<file path="src/rtl/fram_ctrl_pkg.sv">
`timescale 1ns/1ps
package fram_ctrl_pkg;

  typedef enum logic [2:0] {
    ST_IDLE,
    ST_SETUP,
    ST_ACTIVE,
    ST_HOLD,
    ST_PRE
  } seq_state_t;

  // Round a picosecond limit up to whole clock cycles.
  function automatic int cyc_of(input int t_ps, input int clk_ps);
    return (t_ps + clk_ps - 1) / clk_ps;
  endfunction

  function automatic int imax(input int a, input int b);
    return (a > b) ? a : b;
  endfunction

endpackage

</file>
<file path="src/rtl/fram_dwell_timer.sv">
`timescale 1ns/1ps
module fram_dwell_timer #(
  parameter int CNT_W = 8
) (
  input  logic             clk,
  input  logic             rst,
  input  logic             load,
  input  logic [CNT_W-1:0] load_val,
  output logic             done
);

  logic [CNT_W-1:0] cnt;

  // A load of N makes done rise after N-1 cycles, so the owning state lasts N cycles.
  always_ff @(posedge clk) begin
    if (rst) begin
      cnt <= '0;
    end else if (load) begin
      cnt <= load_val - 1'b1;
    end else if (cnt != '0) begin
      cnt <= cnt - 1'b1;
    end
  end

  assign done = (cnt == '0);

endmodule

</file>
<file path="src/rtl/fram_strobe_seq.sv">
`timescale 1ns/1ps
module fram_strobe_seq
  import fram_ctrl_pkg::*;
#(
  parameter int N_AS   = 1,
  parameter int N_ACT  = 21,
  parameter int N_HOLD = 5,
  parameter int N_PRE  = 1,
  parameter int CNT_W  = 5
) (
  input  logic             clk,
  input  logic             rst,
  input  logic             req,
  input  logic             rw,
  input  logic             tmr_done,
  output logic             accept,
  output logic             tmr_load,
  output logic [CNT_W-1:0] tmr_val,
  output logic             sample,
  output logic             ready,
  output logic             ce1_n,
  output logic             ce2,
  output logic             we_n,
  output logic             oe_n,
  output logic             dq_oe
);

  seq_state_t state;
  logic       wr_q;

  assign accept = (state == ST_IDLE) && req;
  assign sample = (state == ST_ACTIVE) && tmr_done && !wr_q;

  // The dwell for the next phase is loaded on the edge that enters it.
  always_comb begin
    tmr_load = 1'b0;
    tmr_val  = '0;
    unique case (state)
      ST_IDLE: begin
        tmr_load = accept;
        tmr_val  = CNT_W'(N_AS);
      end
      ST_SETUP: begin
        tmr_load = tmr_done;
        tmr_val  = CNT_W'(N_ACT);
      end
      ST_ACTIVE: begin
        tmr_load = tmr_done;
        tmr_val  = CNT_W'(N_HOLD);
      end
      ST_HOLD: begin
        tmr_load = tmr_done;
        tmr_val  = CNT_W'(N_PRE);
      end
      default: begin
        tmr_load = 1'b0;
        tmr_val  = '0;
      end
    endcase
  end

  always_ff @(posedge clk) begin
    if (rst) begin
      state <= ST_IDLE;
      wr_q  <= 1'b0;
      ready <= 1'b1;
      ce1_n <= 1'b1;
      ce2   <= 1'b0;
      we_n  <= 1'b1;
      oe_n  <= 1'b1;
      dq_oe <= 1'b0;
    end else begin
      ce2 <= 1'b1;
      unique case (state)
        ST_IDLE: begin
          if (accept) begin
            state <= ST_SETUP;
            ready <= 1'b0;
            wr_q  <= rw;
            dq_oe <= rw;
          end
        end
        ST_SETUP: begin
          if (tmr_done) begin
            state <= ST_ACTIVE;
            ce1_n <= 1'b0;
            we_n  <= !wr_q;
            oe_n  <= wr_q;
          end
        end
        ST_ACTIVE: begin
          if (tmr_done) begin
            state <= ST_HOLD;
            ce1_n <= 1'b1;
            we_n  <= 1'b1;
            oe_n  <= 1'b1;
          end
        end
        ST_HOLD: begin
          if (tmr_done) begin
            state <= ST_PRE;
            dq_oe <= 1'b0;
          end
        end
        ST_PRE: begin
          if (tmr_done) begin
            state <= ST_IDLE;
            ready <= 1'b1;
          end
        end
        default: state <= ST_IDLE;
      endcase
    end
  end

endmodule

</file>
<file path="src/rtl/fram_io_regs.sv">
`timescale 1ns/1ps
module fram_io_regs #(
  parameter int ADDR_W = 17,
  parameter int DATA_W = 8
) (
  input  logic              clk,
  input  logic              rst,
  input  logic              accept,
  input  logic              sample,
  input  logic [ADDR_W-1:0] host_addr,
  input  logic [DATA_W-1:0] host_wdata,
  input  logic [DATA_W-1:0] dq_in,
  output logic [ADDR_W-1:0] mem_addr,
  output logic [DATA_W-1:0] dq_out,
  output logic [DATA_W-1:0] rdata,
  output logic              rvalid
);

  always_ff @(posedge clk) begin
    if (rst) begin
      mem_addr <= '0;
      dq_out   <= '0;
    end else if (accept) begin
      mem_addr <= host_addr;
      dq_out   <= host_wdata;
    end
  end

  always_ff @(posedge clk) begin
    if (rst) begin
      rdata  <= '0;
      rvalid <= 1'b0;
    end else begin
      rvalid <= sample;
      if (sample) begin
        rdata <= dq_in;
      end
    end
  end

endmodule

</file>
<file path="src/rtl/fram_psram_ctrl.sv">
`timescale 1ns/1ps
module fram_psram_ctrl
  import fram_ctrl_pkg::*;
#(
  parameter int ADDR_W        = 17,
  parameter int DATA_W        = 8,
  parameter int CLK_PERIOD_PS = 10000,
  parameter int T_AS_PS       = 10000,
  parameter int T_AH_PS       = 50000,
  parameter int T_CA_MIN_PS   = 210000,
  parameter int T_CA_MAX_PS   = 2000000,
  parameter int T_PC_PS       = 40000,
  parameter int T_CYC_PS      = 250000,
  parameter int T_WP_PS       = 210000,
  parameter int T_DS_PS       = 10000,
  parameter int T_DH_PS       = 50000,
  parameter int T_ACC_PS      = 100000,
  parameter int T_HZ_PS       = 25000
) (
  input  logic              clk,
  input  logic              rst,
  input  logic              host_req,
  input  logic              host_we,
  input  logic [ADDR_W-1:0] host_addr,
  input  logic [DATA_W-1:0] host_wdata,
  output logic              host_ready,
  output logic [DATA_W-1:0] host_rdata,
  output logic              host_rvalid,
  output logic              mem_ce1_n,
  output logic              mem_ce2,
  output logic              mem_we_n,
  output logic              mem_oe_n,
  output logic [ADDR_W-1:0] mem_addr,
  output logic [DATA_W-1:0] mem_dq_out,
  input  logic [DATA_W-1:0] mem_dq_in,
  output logic              mem_dq_oe
);

  localparam int N_AS    = imax(1, cyc_of(T_AS_PS, CLK_PERIOD_PS));
  localparam int N_ACC   = cyc_of(T_ACC_PS, CLK_PERIOD_PS) + 1;
  localparam int N_ACT   = imax(imax(cyc_of(T_CA_MIN_PS, CLK_PERIOD_PS),
                                     cyc_of(T_WP_PS, CLK_PERIOD_PS)),
                                imax(N_ACC,
                                     imax(cyc_of(T_AH_PS, CLK_PERIOD_PS),
                                          cyc_of(T_DS_PS, CLK_PERIOD_PS))));
  localparam int N_HOLD  = imax(1, imax(cyc_of(T_DH_PS, CLK_PERIOD_PS),
                                        cyc_of(T_HZ_PS, CLK_PERIOD_PS)));
  localparam int N_REC   = imax(cyc_of(T_PC_PS, CLK_PERIOD_PS),
                                cyc_of(T_CYC_PS, CLK_PERIOD_PS) - N_ACT - N_AS - 1);
  localparam int N_PRE   = imax(1, N_REC - N_HOLD);
  localparam int N_LIMIT = T_CA_MAX_PS / CLK_PERIOD_PS;
  localparam int CNT_W   = $clog2(imax(imax(N_ACT, N_HOLD), imax(N_AS, N_PRE)) + 1);

  if (N_ACT > N_LIMIT) begin : g_window_too_long
    $error("active window of %0d cycles exceeds the %0d-cycle upper bound", N_ACT, N_LIMIT);
  end

  logic             accept;
  logic             sample;
  logic             tmr_load;
  logic             tmr_done;
  logic [CNT_W-1:0] tmr_val;

  fram_dwell_timer #(
    .CNT_W (CNT_W)
  ) u_timer (
    .clk      (clk),
    .rst      (rst),
    .load     (tmr_load),
    .load_val (tmr_val),
    .done     (tmr_done)
  );

  fram_strobe_seq #(
    .N_AS   (N_AS),
    .N_ACT  (N_ACT),
    .N_HOLD (N_HOLD),
    .N_PRE  (N_PRE),
    .CNT_W  (CNT_W)
  ) u_seq (
    .clk      (clk),
    .rst      (rst),
    .req      (host_req),
    .rw       (host_we),
    .tmr_done (tmr_done),
    .accept   (accept),
    .tmr_load (tmr_load),
    .tmr_val  (tmr_val),
    .sample   (sample),
    .ready    (host_ready),
    .ce1_n    (mem_ce1_n),
    .ce2      (mem_ce2),
    .we_n     (mem_we_n),
    .oe_n     (mem_oe_n),
    .dq_oe    (mem_dq_oe)
  );

  fram_io_regs #(
    .ADDR_W (ADDR_W),
    .DATA_W (DATA_W)
  ) u_io (
    .clk        (clk),
    .rst        (rst),
    .accept     (accept),
    .sample     (sample),
    .host_addr  (host_addr),
    .host_wdata (host_wdata),
    .dq_in      (mem_dq_in),
    .mem_addr   (mem_addr),
    .dq_out     (mem_dq_out),
    .rdata      (host_rdata),
    .rvalid     (host_rvalid)
  );

endmodule

</file>
<file path="config.mk">
export PLATFORM = sky130hd
export DESIGN_NAME = fram_psram_ctrl
export DESIGN_NICKNAME = d
export VERILOG_FILES = /design/src/rtl/fram_ctrl_pkg.sv /design/src/rtl/fram_dwell_timer.sv /design/src/rtl/fram_strobe_seq.sv /design/src/rtl/fram_io_regs.sv /design/src/rtl/fram_psram_ctrl.sv
export SDC_FILE = /design/constraint.sdc
export NUM_CORES = 1
export LEC_CHECK = 0
export BUFFER_PORTS_ARGS = -buffer_cell sky130_fd_sc_hd__buf_2
export CAP_MARGIN = 20
export CORE_UTILIZATION = 30
export DETAILED_ROUTE_END_ITERATION = 8
export GPL_TIMING_DRIVEN = 0
export SYNTH_ARGS = -nofsm -noshare
export SYNTH_HDL_FRONTEND = slang
export SYNTH_SLANG_ARGS = --single-unit
</file>
<file path="constraint.sdc">
create_clock -name clk -period 2.5 [get_ports clk]
set_input_delay 0.25 -clock clk [delete_from_list [all_inputs] [get_ports clk]]
set_output_delay 0.25 -clock clk [all_outputs]
set_load 0.01 [all_outputs]
</file>
==> results of run 1 <==
[placed cells by master, fill, tap and decap left out, types with 2 or more instances in the layout]
master                      n
sky130_fd_sc_hd__a21oi_1   33
sky130_fd_sc_hd__nor2b_1    2
sky130_fd_sc_hd__buf_2     77
sky130_fd_sc_hd__clkbuf_8   6
sky130_fd_sc_hd__nor3_1     6
sky130_fd_sc_hd__xnor2_1    2
sky130_fd_sc_hd__or3_1      2
sky130_fd_sc_hd__nand2_1   59
sky130_fd_sc_hd__nor4_1     2
sky130_fd_sc_hd__nand3b_1   2
sky130_fd_sc_hd__nand3_1    2
sky130_fd_sc_hd__or4_1      2
sky130_fd_sc_hd__nor2_1    14
sky130_fd_sc_hd__mux2i_1   10
sky130_fd_sc_hd__o21ai_0    2
sky130_fd_sc_hd__clkbuf_1  12
sky130_fd_sc_hd__dfxtp_1   49
sky130_fd_sc_hd__inv_1      4
[flip-flops by register name, indices dropped and copies added, names as in the netlist]
| name | count |
|---|---|
| u_seq.ready | 1 |
| u_seq.ce1_n | 1 |
| u_io.rvalid | 1 |
| u_seq.oe_n | 1 |
| u_timer.cnt | 5 |
| u_io.mem_addr | 17 |
| u_seq.ce2 | 1 |
| u_io.rdata | 8 |
| u_seq.state | 3 |
| u_io.dq_out | 8 |
| u_seq.dq_oe | 1 |
| u_seq.wr_q | 1 |
| u_seq.we_n | 1 |
[area by class of cell]
type                            count  area (um^2)  share of cell area
Multi-Input combinational cell    157          847               0.345
Tap cell                           75         93.8              0.0382
Clock buffer                        6         82.6              0.0336
Sequential cell                    49          981               0.399
Buffer                             14         55.1              0.0224
Clock inverter                      1         7.51             0.00305
Timing Repair Buffer               75          375               0.153
Inverter                            4         15.0             0.00611
[worst reg2reg max path: stages, from the launching register on]
cell	delay [ns]
sky130_fd_sc_hd__dfxtp_1	0.35
sky130_fd_sc_hd__or4_1	0.51
sky130_fd_sc_hd__buf_2	0.18
sky130_fd_sc_hd__or2_2	0.33
sky130_fd_sc_hd__o21ai_0	0.19
sky130_fd_sc_hd__a21oi_1	0.09
sky130_fd_sc_hd__ha_1	0.24
sky130_fd_sc_hd__o211ai_1	0.13
sky130_fd_sc_hd__and3_1	0.18
sky130_fd_sc_hd__nor3_1	0.04
[kinds of logic after synthesis]
logic type,share of synthesized area
xor+xnor,0.00919
flops,0.515
mux,0.0525
fa+ha+maj,0.00656
buf+inv,0.0407
simple gates,0.248
compound gates,0.128
[layer usage]
metal | vias to the layer above | global-route usage | part of all wire
li1 | 919 | - | -
met1 | 791 | 0.198 | 0.49
met2 | 73 | 0.218 | 0.43
met3 | 8 | 0.0433 | 0.073
met4 | 0 | 0.0544 | 0.016
met5 | - | 0 | 0
[worst paths after layout]
check	start	to	slack (ns)	cells past startpoint
hold / removal	host_addr[13]	u_io.mem_addr[13]$_SDFFE_PP0P_	0.18	3
hold reg to reg	u_io.mem_addr[2]$_SDFFE_PP0P_	u_io.mem_addr[2]$_SDFFE_PP0P_	0.45	2
setup / recovery	u_timer.cnt[0]$_SDFFE_PP0P_	u_timer.cnt[4]$_SDFFE_PP0P_	0.17	9
setup reg to reg	u_timer.cnt[0]$_SDFFE_PP0P_	u_timer.cnt[4]$_SDFFE_PP0P_	0.17	9
[metrics by stage]
step,worst slack (ns),hold slack (ns)
6_report,0.167,0.182
5_1_grt,0.00253,0.167
3_3_place_gp,-0.0254,0.439
4_1_cts,0.0383,0.161
2_1_floorplan,0.311,0.386
3_5_place_dp,-0.0340,0.446
[report_power, final]
| group | internal, mW | switching [mW] |
|---|---|---|
| Clock | 0.219 | 0.255 |
| Combinational | 0.342 | 0.499 |
| Sequential | 0.913 | 0.0784 |
| Total | 1.47 | 0.832 |
==> results.json, run 1 <==
{
  "outcome": "complete, no violations",
  "netlist_area_mm2": 0.00191,
  "power_mw": 2.31,
  "final.min_clock_period_ns": 2.33,
  "synth-seq-area-share": 0.515,
  "worst_slew_pin_slew_ns": 0.721,
  "initial_core_util": 0.316,
  "cp_slowest_cell": "sky130_fd_sc_hd__or4_1",
  "route.detailed.drc": 0,
  "clock-skew-final_ns": 0.00560,
  "synth.top_cell.area_share": 0.515,
  "worst_setup_path_start_kind": "flop",
  "placed_wire_length_estimate_after_detailed_placement_um": 3250,
  "first_pass_grt_wire_length_um": 7380,
  "yosys_warnings": 0,
  "final_layout_size_suffix_gt1_frac": 0.291,
  "vias_per_cell": 4.70,
  "cts.path.max_buffers": 2,
  "worstPathRequired_ns": 2.69,
  "via_count_of_the_routed_design": 1791,
  "number_of_nets_produced_by_synthesis": 264,
  "fill_cells": 629,
  "numCtsBuffers": 5,
  "clock.fmax_ghz": 0.429,
  "chipWidth_um": 81.7,
  "average_wire_per_standard_cell_um": 11.9,
  "drt_first_iter_violations": 159,
  "critical_path.max_stage_delay_ns": 0.51,
  "number_of_gates_resized_after_cts": 0,
  "synthesis.instances": 226,
  "grt_setup_unrepaired": "no",
  "floorplan.rows": 28,
  "slew-limit-headroom": 0.516,
  "cp_num_buf_inv": 1,
  "synth_flop_cell": "sky130_fd_sc_hd__dfxtp_1",
  "crit_family": "simple AND/OR/NAND/NOR gates",
  "async_s_r_ff_share_synth": 0,
  "fin_util": 0.408,
  "powerDensity_mw_per_mm2": 939,
  "antenna_cells": 0,
  "ant_nets": 0,
  "peak_ir_drop_on_the_vdd_network_v": 0.000349,
  "die_outline_height_um": 81.7,
  "worstPathArrival_ns": 2.53,
  "pin_count_of_the_biggest_net_entering_global_routing": 20,
  "netlist.top_cell.by_area": "sky130_fd_sc_hd__dfxtp_1",
  "timing.final.crit_share": 0.933,
  "postCtsSetupBuffers": 0,
  "maxSlewViolCount": 0,
  "gpl.final_weighted_congestion": 0.822,
  "clk_latency_ns": 0.30,
  "count_of_different_cell_masters_after_synthesis": 36,
  "crit_path_max_fanout": 6,
  "totalWireLength_um": 4540,
  "drt_pass1_iterations": 6,
  "grt_pass1_vias": 1604,
  "cts.sinks": 49,
  "dpl.cell_count": 376,
  "synth_top_cells_by_count": "sky130_fd_sc_hd__nand2_1, sky130_fd_sc_hd__dfxtp_1, sky130_fd_sc_hd__a21oi_1",
  "h-tree-depth": 2,
  "finalNonFillerCells": 381,
  "syn_to_final_growth_pct": 29.0,
  "num-nets-final": 344,
  "globalRouteOverflowTotal": 0,
  "synthMostInstantiatedCell": "sky130_fd_sc_hd__nand2_1",
  "design.die.area_mm2": 0.00667,
  "grt.total_usage": 0.146,
  "maxCapViolCount": 0,
  "final-setup-viol-count": 0,
  "timing.final.hold_violations": 0,
  "port_buffers": 75,
  "clkSlewWorstSetupHoldPaths_ns": 0.09,
  "non_filler_cell_area_final_mm2": 0.00246,
  "cts-root-buf": "sky130_fd_sc_hd__clkbuf_8",
  "critPathKind": "flop to flop",
  "synth_enable_flop_cells": 0,
  "critical_path.cell_chain": "or4_1 > buf_2 > or2_2 > o21ai_0 > a21oi_1 > ha_1 > o211ai_1 > and3_1 > nor3_1",
  "placedInstanceArea_mm2": 0.00237,
  "leakagePower_nw": 1.06,
  "antenna_violations_before_repair": 0,
  "final.setup.tns_ns": 0,
  "cts_tree": "yes",
  "core_area_mm2": 0.00603,
  "boundaryPins": 77,
  "yosys_register_bits": 49,
  "hold_path_class": "primary input to flop",
  "syn_avg_cell_area_um2": 8.43,
  "synthTopCellsByArea": "sky130_fd_sc_hd__dfxtp_1, sky130_fd_sc_hd__nand2_1, sky130_fd_sc_hd__a21oi_1",
  "cts_hold_buf": 0,
  "critical_path.endpoint_type": "flop"
}
Power figures use the tool's default switching activity.
==> run 2: changes to the inputs <==
CTS_BUF_LIST = sky130_fd_sc_hd__clkbuf_16   (was unset)
==> results.json, run 2 (synthesized netlist as in run 1, its figures left out) <==
{
  "cp_slowest_cell": "sky130_fd_sc_hd__or4_1",
  "chipWidth_um": 81.7,
  "antenna_cells": 0,
  "first_pass_grt_wire_length_um": 7350,
  "timing.final.hold_violations": 0,
  "hold_path_class": "primary input to flop",
  "port_buffers": 75,
  "postCtsSetupBuffers": 0,
  "multi_input_comb_area_um2": 847,
  "final.min_clock_period_ns": 2.34,
  "maxCapViolCount": 0,
  "worst_slew_pin_slew_ns": 0.721,
  "slew-limit-headroom": 0.516,
  "pin_count_of_the_biggest_net_entering_global_routing": 20,
  "clock-skew-final_ns": 0.00377,
  "ant_nets": 0,
  "globalRouteOverflowTotal": 0,
  "worstPathRequired_ns": 2.68,
  "clk_latency_ns": 0.28,
  "commonest_cells_after_routing_fill_and_taps_aside": "sky130_fd_sc_hd__buf_2, sky130_fd_sc_hd__nand2_1, sky130_fd_sc_hd__dfxtp_1",
  "placed_wire_length_estimate_after_detailed_placement_um": 3250,
  "gpl.final_weighted_congestion": 0.822,
  "h-tree-depth": 2,
  "num-nets-final": 344,
  "grt_pass1_vias": 1599,
  "numCtsBuffers": 5,
  "largest_register": "u_io.mem_addr",
  "outcome": "complete, no violations",
  "drt_first_iter_violations": 130,
  "route.detailed.drc": 0,
  "leakagePower_nw": 1.08,
  "cts.path.max_buffers": 2,
  "drt_pass1_iterations": 4,
  "layout_commonest_cell": "sky130_fd_sc_hd__buf_2",
  "hold-worst-slack_ns": 0.200,
  "die_outline_height_um": 81.7,
  "clkSlewWorstSetupHoldPaths_ns": 0.06,
  "final-setup-viol-count": 0,
  "critPathKind": "flop to flop",
  "largest_register_ff_count": 17,
  "floorplan.rows": 28,
  "core_area_mm2": 0.00603,
  "critical_path.max_stage_delay_ns": 0.51,
  "totalWireLength_um": 4500,
  "antenna_violations_before_repair": 0,
  "final_layout_size_suffix_gt1_frac": 0.288,
  "critical_path.cell_chain": "or4_1 > buf_2 > or2_2 > o21ai_0 > a21oi_1 > ha_1 > o211ai_1 > and3_1 > nor3_1",
  "boundaryPins": 77,
  "global_route.usage.met1": 0.200,
  "worst_setup_path_start_kind": "flop",
  "groute.layer.met2.usage": 0.215,
  "cts-root-buf": "sky130_fd_sc_hd__clkbuf_16",
  "worstPathArrival_ns": 2.52,
  "initial_core_util": 0.316,
  "design.die.area_mm2": 0.00667,
  "vias_per_cell": 4.73,
  "cts_tree": "yes",
  "critical_path.endpoint_type": "flop",
  "top_usage_layer": "met2",
  "largest_registers": "u_io.mem_addr x17, u_io.dq_out x8, u_io.rdata x8",
  "seq_area_um2": 981,
  "cts.sinks": 49,
  "via_count_of_the_routed_design": 1801,
  "grt_setup_unrepaired": "no",
  "number_of_gates_resized_after_cts": 0,
  "grt_util_met3": 0.0400,
  "fill_cells": 624,
  "timing.final.crit_share": 0.937,
  "final.setup.tns_ns": 0,
  "syn_to_final_growth_pct": 31.4,
  "average_wire_per_standard_cell_um": 11.8,
  "clock.fmax_ghz": 0.427,
  "powerDensity_mw_per_mm2": 986,
  "crit_path_max_fanout": 6,
  "grt.total_usage": 0.145,
  "peak_ir_drop_on_the_vdd_network_v": 0.000341,
  "maxSlewViolCount": 0
}
## run 2: cell types whose count changed in the layout (fill, tap and decap cells not counted), sizes merged
cell / change
clkbuf: -1
clkinv: +1
## run 2: final timing paths
path	start	endpoint	slack [ns]	cells past startpoint
setup / recovery	u_timer.cnt[0]$_SDFFE_PP0P_	u_timer.cnt[4]$_SDFFE_PP0P_	0.16	9
hold / removal	mem_dq_in[6]	u_io.rdata[6]$_SDFFE_PP0P_	0.20	3
setup reg to reg	u_timer.cnt[0]$_SDFFE_PP0P_	u_timer.cnt[4]$_SDFFE_PP0P_	0.16	9
hold reg to reg	u_io.dq_out[3]$_SDFFE_PP0P_	u_io.dq_out[3]$_SDFFE_PP0P_	0.45	2
## run 2: worst max-delay path: cells and delay by family (launching register included)
family                   cells  cell delay [ns]
AND/OR/NAND/NOR              4             1.06
flip-flops                   1             0.35
buffers and inverters        1             0.18
adder cells (fa/ha/maj)      1             0.24
AO/OA/AOI/OAI                3             0.42
## run 2: per-stage QoR
step / setup WS [ns] / total power [mW] / cell area [um^2] / utilization / instances
floorplan: 0.311 / 1.60 / 1910 / - / 226
finish: 0.158 / 2.47 / 2500 / 0.415 / 381
CTS: 0.0428 / 2.50 / 2510 / 0.416 / 382
detailed placement: -0.0340 / 1.86 / 2370 / 0.394 / 376
global placement: -0.0254 / 1.85 / 2370 / 0.394 / 376
global route: 0.0103 / 2.66 / 2500 / 0.415 / 381
## run 2: layer usage
metal  share of wire  routed length, um  vias to the layer above
met5               0                  0                        -
met4           0.013                 57                        0
met3           0.072                324                        7
met2            0.43               1930                       77
met1            0.49               2190                      797
li1                -                  -                      920
## run 2: repair_timing
action	4_1_cts	5_1_grt
setup endpoints to repair	1	1
hold buffers	0	0
pin swaps	0	0
## run 2: power breakdown
| group | total [mW] | switching [mW] | internal (mW) | leakage, nW |
|---|---|---|---|---|
| Clock | 0.634 | 0.273 | 0.361 | 0.0633 |
| Sequential | 0.993 | 0.0785 | 0.914 | 0.401 |
| Combinational | 0.841 | 0.499 | 0.343 | 0.620 |
| Total | 2.47 | 0.850 | 1.62 | 1.08 |
## run 2: area by class of cell
cell class / count / share of cell area
repair buffers: 75 / 0.150
flip-flops and latches: 49 / 0.392
clock buffers: 5 / 0.0500
inverters: 4 / 0.00600
multi-input cells: 157 / 0.338
clock inverters: 2 / 0.00450
well taps: 75 / 0.0375
plain buffers: 14 / 0.0220
